<file path="src/rtl/pgprot_pkg.sv">
package pgprot_pkg;

   typedef enum logic [1:0] {
      ACC_READ  = 2'd0,
      ACC_WRITE = 2'd1,
      ACC_EXEC  = 2'd2,
      ACC_RSVD  = 2'd3
   } acc_e;

   typedef enum logic [1:0] {
      CAUSE_NONE   = 2'd0,
      CAUSE_BOUND  = 2'd1,
      CAUSE_ABSENT = 2'd2,
      CAUSE_PERM   = 2'd3
   } cause_e;

   localparam int FLAG_W   = 4;
   localparam int FLAG_VLD = 0;
   localparam int FLAG_RD  = 1;
   localparam int FLAG_WR  = 2;
   localparam int FLAG_EX  = 3;

   localparam int STYLE_SPLIT = 0;
   localparam int STYLE_RO    = 1;

endpackage

</file>
<file path="src/rtl/pgprot_bound.sv">
module pgprot_bound #(
   parameter int PN_W  = 12,
   parameter int LEN_W = PN_W + 1
) (
   input  logic [PN_W-1:0]  page_i,
   input  logic [LEN_W-1:0] len_i,
   output logic             in_range_o
);
   localparam int PAD_W = LEN_W - PN_W;

   generate
      if (PAD_W < 1) begin : g_bad_width
         $error("pgprot_bound: LEN_W must exceed PN_W");
      end
   endgenerate

   logic [LEN_W-1:0] page_ext;

   assign page_ext   = {{PAD_W{1'b0}}, page_i};
   assign in_range_o = (page_ext < len_i);

endmodule

</file>
<file path="src/rtl/pgprot_perm.sv">
module pgprot_perm
   import pgprot_pkg::*;
#(
   parameter int PERM_STYLE = STYLE_SPLIT
) (
   input  logic [1:0] acc_i,
   input  logic       rd_i,
   input  logic       wr_i,
   input  logic       ex_i,
   output logic       permit_o
);
   generate
      if (PERM_STYLE == STYLE_SPLIT) begin : g_split
         always_comb begin
            case (acc_i)
               ACC_READ:  permit_o = rd_i;
               ACC_WRITE: permit_o = wr_i;
               ACC_EXEC:  permit_o = ex_i;
               default:   permit_o = 1'b0;
            endcase
         end
      end else if (PERM_STYLE == STYLE_RO) begin : g_ro
         logic unused_perm_bits;
         assign unused_perm_bits = rd_i ^ ex_i;
         always_comb begin
            case (acc_i)
               ACC_READ:  permit_o = 1'b1;
               ACC_WRITE: permit_o = wr_i;
               ACC_EXEC:  permit_o = 1'b1;
               default:   permit_o = 1'b0;
            endcase
         end
      end else begin : g_bad_style
         $error("pgprot_perm: PERM_STYLE must be 0 or 1");
         assign permit_o = 1'b0;
      end
   endgenerate

endmodule

</file>
<file path="src/rtl/pgprot_prio.sv">
module pgprot_prio
   import pgprot_pkg::*;
(
   input  logic       in_range_i,
   input  logic       valid_i,
   input  logic       permit_i,
   output logic [1:0] cause_o
);
   always_comb begin
      if (!in_range_i) begin
         cause_o = CAUSE_BOUND;
      end else if (!valid_i) begin
         cause_o = CAUSE_ABSENT;
      end else if (!permit_i) begin
         cause_o = CAUSE_PERM;
      end else begin
         cause_o = CAUSE_NONE;
      end
   end

endmodule

</file>
<file path="src/rtl/pgprot_check.sv">
module pgprot_check
   import pgprot_pkg::*;
#(
   parameter int PN_W       = 12,
   parameter int PERM_STYLE = STYLE_SPLIT
) (
   input  logic            clk,
   input  logic            rst_n,
   input  logic            req_i,
   input  logic [PN_W-1:0] page_i,
   input  logic [1:0]      acc_i,
   input  logic [3:0]      flags_i,
   input  logic [PN_W:0]   len_i,
   output logic            done_o,
   output logic            allow_o,
   output logic            trap_o,
   output logic [1:0]      cause_o
);
   localparam int LEN_W = PN_W + 1;

   generate
      if (PN_W < 1 || PN_W > 32) begin : g_bad_pn
         $error("pgprot_check: PN_W out of range 1..32");
      end
      if (PERM_STYLE != STYLE_SPLIT && PERM_STYLE != STYLE_RO) begin : g_bad_style
         $error("pgprot_check: unknown PERM_STYLE");
      end
   endgenerate

   logic       in_range;
   logic       permit;
   logic [1:0] cause_d;

   logic       done_q;
   logic       allow_q;
   logic       trap_q;
   logic [1:0] cause_q;

   pgprot_bound #(
      .PN_W  (PN_W),
      .LEN_W (LEN_W)
   ) u_bound (
      .page_i     (page_i),
      .len_i      (len_i),
      .in_range_o (in_range)
   );

   pgprot_perm #(
      .PERM_STYLE (PERM_STYLE)
   ) u_perm (
      .acc_i    (acc_i),
      .rd_i     (flags_i[FLAG_RD]),
      .wr_i     (flags_i[FLAG_WR]),
      .ex_i     (flags_i[FLAG_EX]),
      .permit_o (permit)
   );

   pgprot_prio u_prio (
      .in_range_i (in_range),
      .valid_i    (flags_i[FLAG_VLD]),
      .permit_i   (permit),
      .cause_o    (cause_d)
   );

   always_ff @(posedge clk or negedge rst_n) begin
      if (!rst_n) begin
         done_q  <= 1'b0;
         allow_q <= 1'b0;
         trap_q  <= 1'b0;
         cause_q <= CAUSE_NONE;
      end else if (req_i) begin
         done_q  <= 1'b1;
         allow_q <= (cause_d == CAUSE_NONE);
         trap_q  <= (cause_d != CAUSE_NONE);
         cause_q <= cause_d;
      end else begin
         done_q  <= 1'b0;
         allow_q <= 1'b0;
         trap_q  <= 1'b0;
         cause_q <= CAUSE_NONE;
      end
   end

   assign done_o  = done_q;
   assign allow_o = allow_q;
   assign trap_o  = trap_q;
   assign cause_o = cause_q;

endmodule

</file>
<file path="config.mk">
export PLATFORM = sky130hd
export DESIGN_NAME = pgprot_check
export DESIGN_NICKNAME = d
export VERILOG_FILES = /design/src/rtl/pgprot_pkg.sv /design/src/rtl/pgprot_bound.sv /design/src/rtl/pgprot_perm.sv /design/src/rtl/pgprot_prio.sv /design/src/rtl/pgprot_check.sv
export SDC_FILE = /design/constraint.sdc
export NUM_CORES = 1
export LEC_CHECK = 0
export ABC_AREA = 0
export BUFFER_PORTS_ARGS = -buffer_cell sky130_fd_sc_hd__buf_2
export CAP_MARGIN = 0
export CORE_AREA = 2 2 39 41
export DETAILED_ROUTE_END_ITERATION = 8
export DIE_AREA = 0 0 41 43
export PLACE_DENSITY = 0.82
export SYNTH_ARGS = -nofsm -noshare
export SYNTH_HDL_FRONTEND = slang
export SYNTH_SLANG_ARGS = --single-unit
export TNS_END_PERCENT = 50
</file>
<file path="constraint.sdc">
create_clock -name clk -period 0.8 [get_ports clk]
set_input_delay 0.08 -clock clk [delete_from_list [all_inputs] [get_ports clk]]
set_output_delay 0.08 -clock clk [all_outputs]
set_load 0.02 [all_outputs]
</file>
==> PnR_summary.wiki, run 1 <==
{| class="wikitable"
! Metric !! Value
|-
| Startpoint type of the worst setup path || input pin
|-
| Flip-flop and latch count after synthesis || 5
|-
| Final WL || 1290 um
|-
| Power per cell area || 1090 nW/um2
|-
| Largest cells by area after synthesis || ha_1, dfrtp_1, inv_1, and4_1, nand4b_2
|-
| Final Wtd Congestion || 0.645
|-
| Setup repair after global routing missed its margin || true
|-
| Clock tree buffer depth || 2
|-
| Area growth from synthesis to final layout || 79.2%
|-
| Synthesized area per cell || 9.45 um2
|-
| Horizontal die dimension || 41 um
|-
| Final Instance Area || 915 um2
|-
| Total vias in the final route || 559
|-
| Peak supply drop || 0.575 mV
|-
| Via-to-Cell Ratio || 4.82
|-
| Area of the core || 1380 um2
|-
| DRC violation total after the first TritonRoute iteration || 2
|-
| Total inserted antenna cells || 0
|-
| Most used standard cells in the synthesized netlist || inv_1, ha_1, dfrtp_1
|-
| Placement row count || 14
|-
| Buffers inserted during post-CTS setup optimization || 0
|-
| Top-level port count || 39
|-
| Detailed-routing iteration count for the pre-antenna-repair pass || 4
|-
| Critical path required time || 0.94 ns
|-
| Timing-limited maximum frequency || 1030 MHz
|-
| Min-Delay Path Class || input pin to register
|-
| Critical path start-end classification || input pin to register
|-
| Post-synth top flop || dfrtp_1
|-
| Post-DP HPWL || 1120 um
|-
| Number of CTS-inserted buffers || 3
|-
| Syn. warnings || 0
|-
| Fin util || 66.1%
|-
| # clock sinks || 5
|-
| Overall die area || 1760 um2
|-
| Violated checks || negative setup slack
|-
| Avg WL per Cell || 11.1 um
|-
| Time the worst path needs with I/O delays and setup || 0.971 ns
|-
| Number of global-route vias before repair || 550
|-
| CP max FO || 4
|-
| Post-Synthesis Net Count || 99
|-
| Share of the clock period used by the worst path after layout || 121%
|-
| First-pass GRT wire length || 1950 um
|-
| Library cell with the highest instance count after synthesis || inv_1
|-
| Number of distinct library cell variants in the gate-level netlist after synthesis || 25
|-
| Worst max-slew margin expressed relative to the limit || 84.6%
|-
| Clk slew on worst S/H paths || 0.04 ns
|-
| Hold Fails Final Rpt || 0
|-
| Slew at the pin with the worst max-slew slack || 0.230 ns
|-
| Data arrival time at the worst-slack endpoint || 1.11 ns
|-
| Root Driver || clkbuf_4
|-
| Sequential share of the synthesized area || 24.5%
|-
| Overall track demand over capacity in global routing || 16.6%
|-
| Static leakage || 0.000480 uW
|-
| Number of nets at the end of the flow || 146
|-
| H-tree levels || 1
|-
| Slack of the critical path || -0.171 ns
|-
| Result of the run || finished, violations left
|-
| Worst setup timing slack at the placement stage || -0.493 ns
|-
| Cell count after synthesis || 54
|-
| Area of the mapped netlist || 510 um2
|-
| Endpoint class of the critical path || register
|-
| # DRC || 0
|-
| Share of Yosys cell area claimed by the top area cell type || 27.0%
|-
| Number of enable flip-flop cells after synthesis || 0
|-
| Share of layout cells above drive strength 1 || 61.0%
|-
| Quantity of I/O buffers inserted on ports || 38
|-
| Count of final max-slew check failures || 0
|-
| Initial standard-cell utilization of the core || 36.9%
|-
| Die height || 43 um
|-
| Placed standard-cell area || 841 um2
|-
| Largest net degree at the start of global routing || 6
|-
| Reported max-cap violation count || 0
|-
| Async S/R FF share, synth || 100%
|-
| Global route total overflow || 0
|-
| CTS tree || done
|-
| DRT antenna net count || 0
|-
| Antenna violations before repair || 0
|-
| Total setup violations reported at the end of the flow || 9
|-
| Cell accounting for the most synthesized area || ha_1
|}
## cell type report
cell class	instances	area [um2]
Fill cell	119	469
Sequential cell	5	125
Timing Repair Buffer	42	241
Clock buffer	4	26.3
Tap cell	16	20.0
Inverter	12	60.1
Multi-Input combinational cell	37	442
## report_power, final
group          internal, uW  switching (uW)
logic                   218             196
registers               271            4.37
clock network           189             115
## flip-flops by register name, summed over array words and instances, names as in the netlist
register,flops
allow_o,1
cause_o,2
done_o,1
trap_o,1
## worst max-delay path, stage by stage
cell and delay (ns):
buf_2 0.10, inv_4 0.04, ha_4 0.26, nand4b_4 0.12
nor2_4 0.15, o2111ai_4 0.14, and4_1 0.21
## final timing paths
| kind | start | end | slack (ns) | cells past startpoint |
|---|---|---|---|---|
| worst max-delay path | len_i[11] | allow_o | -0.17 | 7 |
| worst min-delay path | flags_i[0] | cause_o[0] | 0.12 | 3 |
| max in group asynchronous | rst_n | done_o | 0.49 | 2 |
| min in group asynchronous | rst_n | cause_o[1] | 0.18 | 2 |
## logic make-up (layout without fill, tap and decap cells)
kind of cell | after synthesis | after routing | synth area share [%]
AOI/OAI and AO/OA | 13 | 13 | 20.3
and+or+nand+nor | 12 | 12 | 17.4
buffers and inverters | 12 | 58 | 8.82
adders and majority gates | 11 | 11 | 27.0
DFF | 5 | 5 | 24.5
muxes | 1 | 1 | 1.96
## placed cells by master (no fill, tap or decap), types with 2 or more instances in the layout
master | synthesis | routed
and4_1 | 2 | 2
a21oi_2 | 1 | 2
dfrtp_1 | 5 | 5
inv_1 | 12 | 9
clkbuf_4 | 0 | 3
dlygate4sd3_1 | 0 | 2
and2_1 | 2 | 2
a31oi_1 | 2 | 2
buf_4 | 0 | 2
ha_4 | 0 | 5
buf_2 | 0 | 36
a211oi_2 | 1 | 2
ha_1 | 11 | 6
## stage by stage
stage                     hold slack, ns  setup TNS (ns)  power [uW]  std cells
final                              0.118          -0.683         994        116
after floorplan                   -0.216          -0.834         513         54
after CTS                          0.115          -0.784        1000        116
after detailed placement         -0.0997           -1.88         676        110
after global routing               0.139           -1.10        1060        116
after global placement            -0.108           -1.71         657        110
## what timing repair did
action / in CTS / in global routing
endpoints found under the setup margin: 9 / 9
pin swaps: 6 / 3
hold buffers: 2 / 0
gates resized for setup: 4 / 1
endpoints found under the hold margin: 6 / 0
## routing by layer
layer / up-vias / share of wire, % / GRT usage [%]
met5: - / 0 / 0
li1: 283 / - / -
met1: 245 / 32 / 14.8
met4: 0 / 2.1 / 10.0
met2: 28 / 58 / 30.6
met3: 3 / 8.0 / 3.14
(Power assumes the default switching activity.)
==> inputs of run 2 (changes only) <==
Settings changed: CTS_BUF_LIST set to sky130_fd_sc_hd__clkbuf_4 sky130_fd_sc_hd__clkbuf_8 sky130_fd_sc_hd__clkbuf_16, GPL_ROUTABILITY_DRIVEN set to 0.
==> run 2 against run 1 <==
  * The flow still finishes with violations (negative setup slack)
  * Via count is the same
  * Worst setup slack gained 0.0049 ns
  * Critical path type unchanged
  * Sequential power is essentially flat
  * Clock power grew 12%
  * Count of clock-buffer cells in the layout is the same
  * Maximum frequency grew 0.51%
  * Die area is the same
  * Critical endpoint is now cause_o[1]
==> PnR_summary.wiki, run 2 (synthesis results as in run 1) <==
{| class="wikitable"
! Metric !! Value
|-
| Endpoint class of the critical path || register
|-
| Clock tree buffer depth || 2 (unchanged)
|-
| CTS tree || done
|-
| CP max FO || 4 (unchanged)
|-
| Post-DP HPWL || 1120 um (unchanged)
|-
| Avg WL per Cell || 11.1 um (-0.15%)
|-
| Power per cell area || 1120 nW/um2 (+3.1%)
|-
| Critical path required time || 0.94 ns (about the same)
|-
| Initial standard-cell utilization of the core || 36.9% (unchanged)
|-
| Root Driver || clkbuf_4
|-
| Total setup violations reported at the end of the flow || 9 (unchanged)
|-
| Slew at the pin with the worst max-slew slack || 0.230 ns (unchanged)
|-
| Quantity of I/O buffers inserted on ports || 38 (unchanged)
|-
| Cell-by-cell trace of the critical path || buf_2, inv_4, ha_4, nand4b_4, nor2_4, o2111ai_4, and4_1
|-
| Data arrival time at the worst-slack endpoint || 1.10 ns (about the same)
|-
| Result of the run || finished, violations left
|-
| Timing-limited maximum frequency || 1040 MHz (+0.51%)
|-
| Number of CTS-inserted buffers || 3 (unchanged)
|-
| Via-to-Cell Ratio || 4.82 (unchanged)
|-
| Critical path start-end classification || input pin to register
|-
| H-tree levels || 1 (unchanged)
|-
| Commonest non-fill, non-tap cell in the layout || buf_2
|-
| Violated checks || negative setup slack
|-
| Horizontal die dimension || 41 um (unchanged)
|-
| Slack of the critical path || -0.166 ns (+0.00490 ns)
|-
| Reported max-cap violation count || 0 (unchanged)
|-
| Commonest cells after routing, fill and taps aside || buf_2, inv_1, ha_1, ha_4, dfrtp_1
|-
| DRC violation total after the first TritonRoute iteration || 0 (-2)
|-
| Die height || 43 um (unchanged)
|-
| Time the worst path needs with I/O delays and setup || 0.966 ns (-0.00490 ns)
|-
| # clock sinks || 5 (unchanged)
|-
| Peak supply drop || 0.577 mV (+0.36%)
|-
| Family with the most delay on the worst path || simple AND/OR/NAND/NOR gates
|-
| Share of layout cells above drive strength 1 || 62.0% (+1.0 points)
|-
| Start point of the worst min-delay path || flags_i[0]
|-
| Clk slew on worst S/H paths || 0.05 ns (about the same)
|-
| Count of final max-slew check failures || 0 (unchanged)
|-
| Detailed-routing iteration count for the pre-antenna-repair pass || 1 (-3)
|-
| Share of the clock period used by the worst path after layout || 121% (-0.61 points)
|-
| Start point of the critical path || len_i[11]
|-
| Min-Delay Path Class || input pin to register
|-
| Number of global-route vias before repair || 559 (+1.6%)
|-
| Endpoint of the most critical setup path || cause_o[1]
|-
| Global route total overflow || 0 (unchanged)
|-
| Antenna violations before repair || 0 (unchanged)
|-
| # DRC || 0 (unchanged)
|-
| Levels on crit path || 7 (unchanged)
|-
| Worst max-slew margin expressed relative to the limit || 84.6% (unchanged)
|-
| Total vias in the final route || 559 (unchanged)
|-
| Startpoint type of the worst setup path || input pin
|-
| Top-level port count || 39 (unchanged)
|-
| Largest net degree at the start of global routing || 6 (unchanged)
|-
| Placed cell count || 110 (unchanged)
|-
| Area of the core || 1380 um2 (unchanged)
|-
| Total inserted antenna cells || 0 (unchanged)
|-
| Overall track demand over capacity in global routing || 16.7% (+0.10 points)
|-
| Setup repair after global routing missed its margin || true
|-
| Placement row count || 14 (unchanged)
|-
| First-pass GRT wire length || 1970 um (+1.1%)
|-
| # fillers || 119 (unchanged)
|-
| Count of placed standard cells in the final layout, fillers left out || 116 (unchanged)
|-
| Hold Fails Final Rpt || 0 (unchanged)
|-
| Static leakage || 0.000484 uW (+0.72%)
|-
| DRT antenna net count || 0 (unchanged)
|-
| Number of nets at the end of the flow || 146 (unchanged)
|-
| Worst setup timing slack at the placement stage || -0.493 ns (unchanged)
|-
| Longest individual stage delay on the worst path || 0.26 ns (about the same)
|-
| Max reg flops || 2 (unchanged)
|-
| Master of the slowest instance on the critical path || ha_4
|-
| Overall die area || 1760 um2 (unchanged)
|-
| Area growth from synthesis to final layout || 79.9%
|-
| Buf+Inv Stages, Crit Path || 2 (unchanged)
|-
| Final WL || 1290 um (-0.15%)
|}
-- run 2: changes by cell type in the layout (fill, tap and decap cells not counted) --
| cell | delta |
|---|---|
| clkbuf_4 | +1 |
| clkbuf_1 | -1 |
-- run 2: layout make-up --
class	instances	area [um2]	area share (%)
Clock buffer	4	30.0	3.27
Inverter	12	60.1	6.54
Multi-Input combinational cell	37	442	48.1
Sequential cell	5	125	13.6
Tap cell	16	20.0	2.18
Timing Repair Buffer	42	241	26.3
-- run 2: how the worst min path moves through the flow --
stage | end | slack, ns | cells past startpoint
floorplan | allow_o | -0.22 | 0
global placement | done_o | -0.11 | 1
detailed placement | done_o | -0.1 | 1
CTS | cause_o[0] | 0.12 | 3
global route | cause_o[0] | 0.14 | 3
finish | cause_o[0] | 0.12 | 3
-- run 2: stage by stage --
step	hold slack, ns	power (uW)	setup TNS (ns)	area [um2]	utilization, %
global placement	-0.108	657	-1.71	841	60.8
CTS	0.115	1040	-0.788	907	65.6
finish	0.118	1030	-0.683	918	66.4
floorplan	-0.216	513	-0.834	616	-
detailed placement	-0.0997	676	-1.88	841	60.8
global route	0.139	1100	-1.07	918	66.4
-- run 2: where the power goes --
part           total (uW)  internal, uW  switching (uW)
combinational         414           218             196
sequential            276           271            4.37
clock                 339           223             115
total                1030           712             316
-- run 2: repair_timing --
action | CTS | global route
pin swaps | 6 | 2
resized for setup | 4 | 1
setup endpoints to repair | 9 | 9
hold buffers | 2 | 0
setup buffers | 0 | 0
hold endpoints to repair | 6 | 0
-- run 2: metal layers --
layer	track usage [%]	vias up	wire length [um]
li1	-	282	-
met1	14.5	248	412
met2	31.3	26	749
met3	3.14	3	100
met4	10.0	0	27
met5	0	-	0
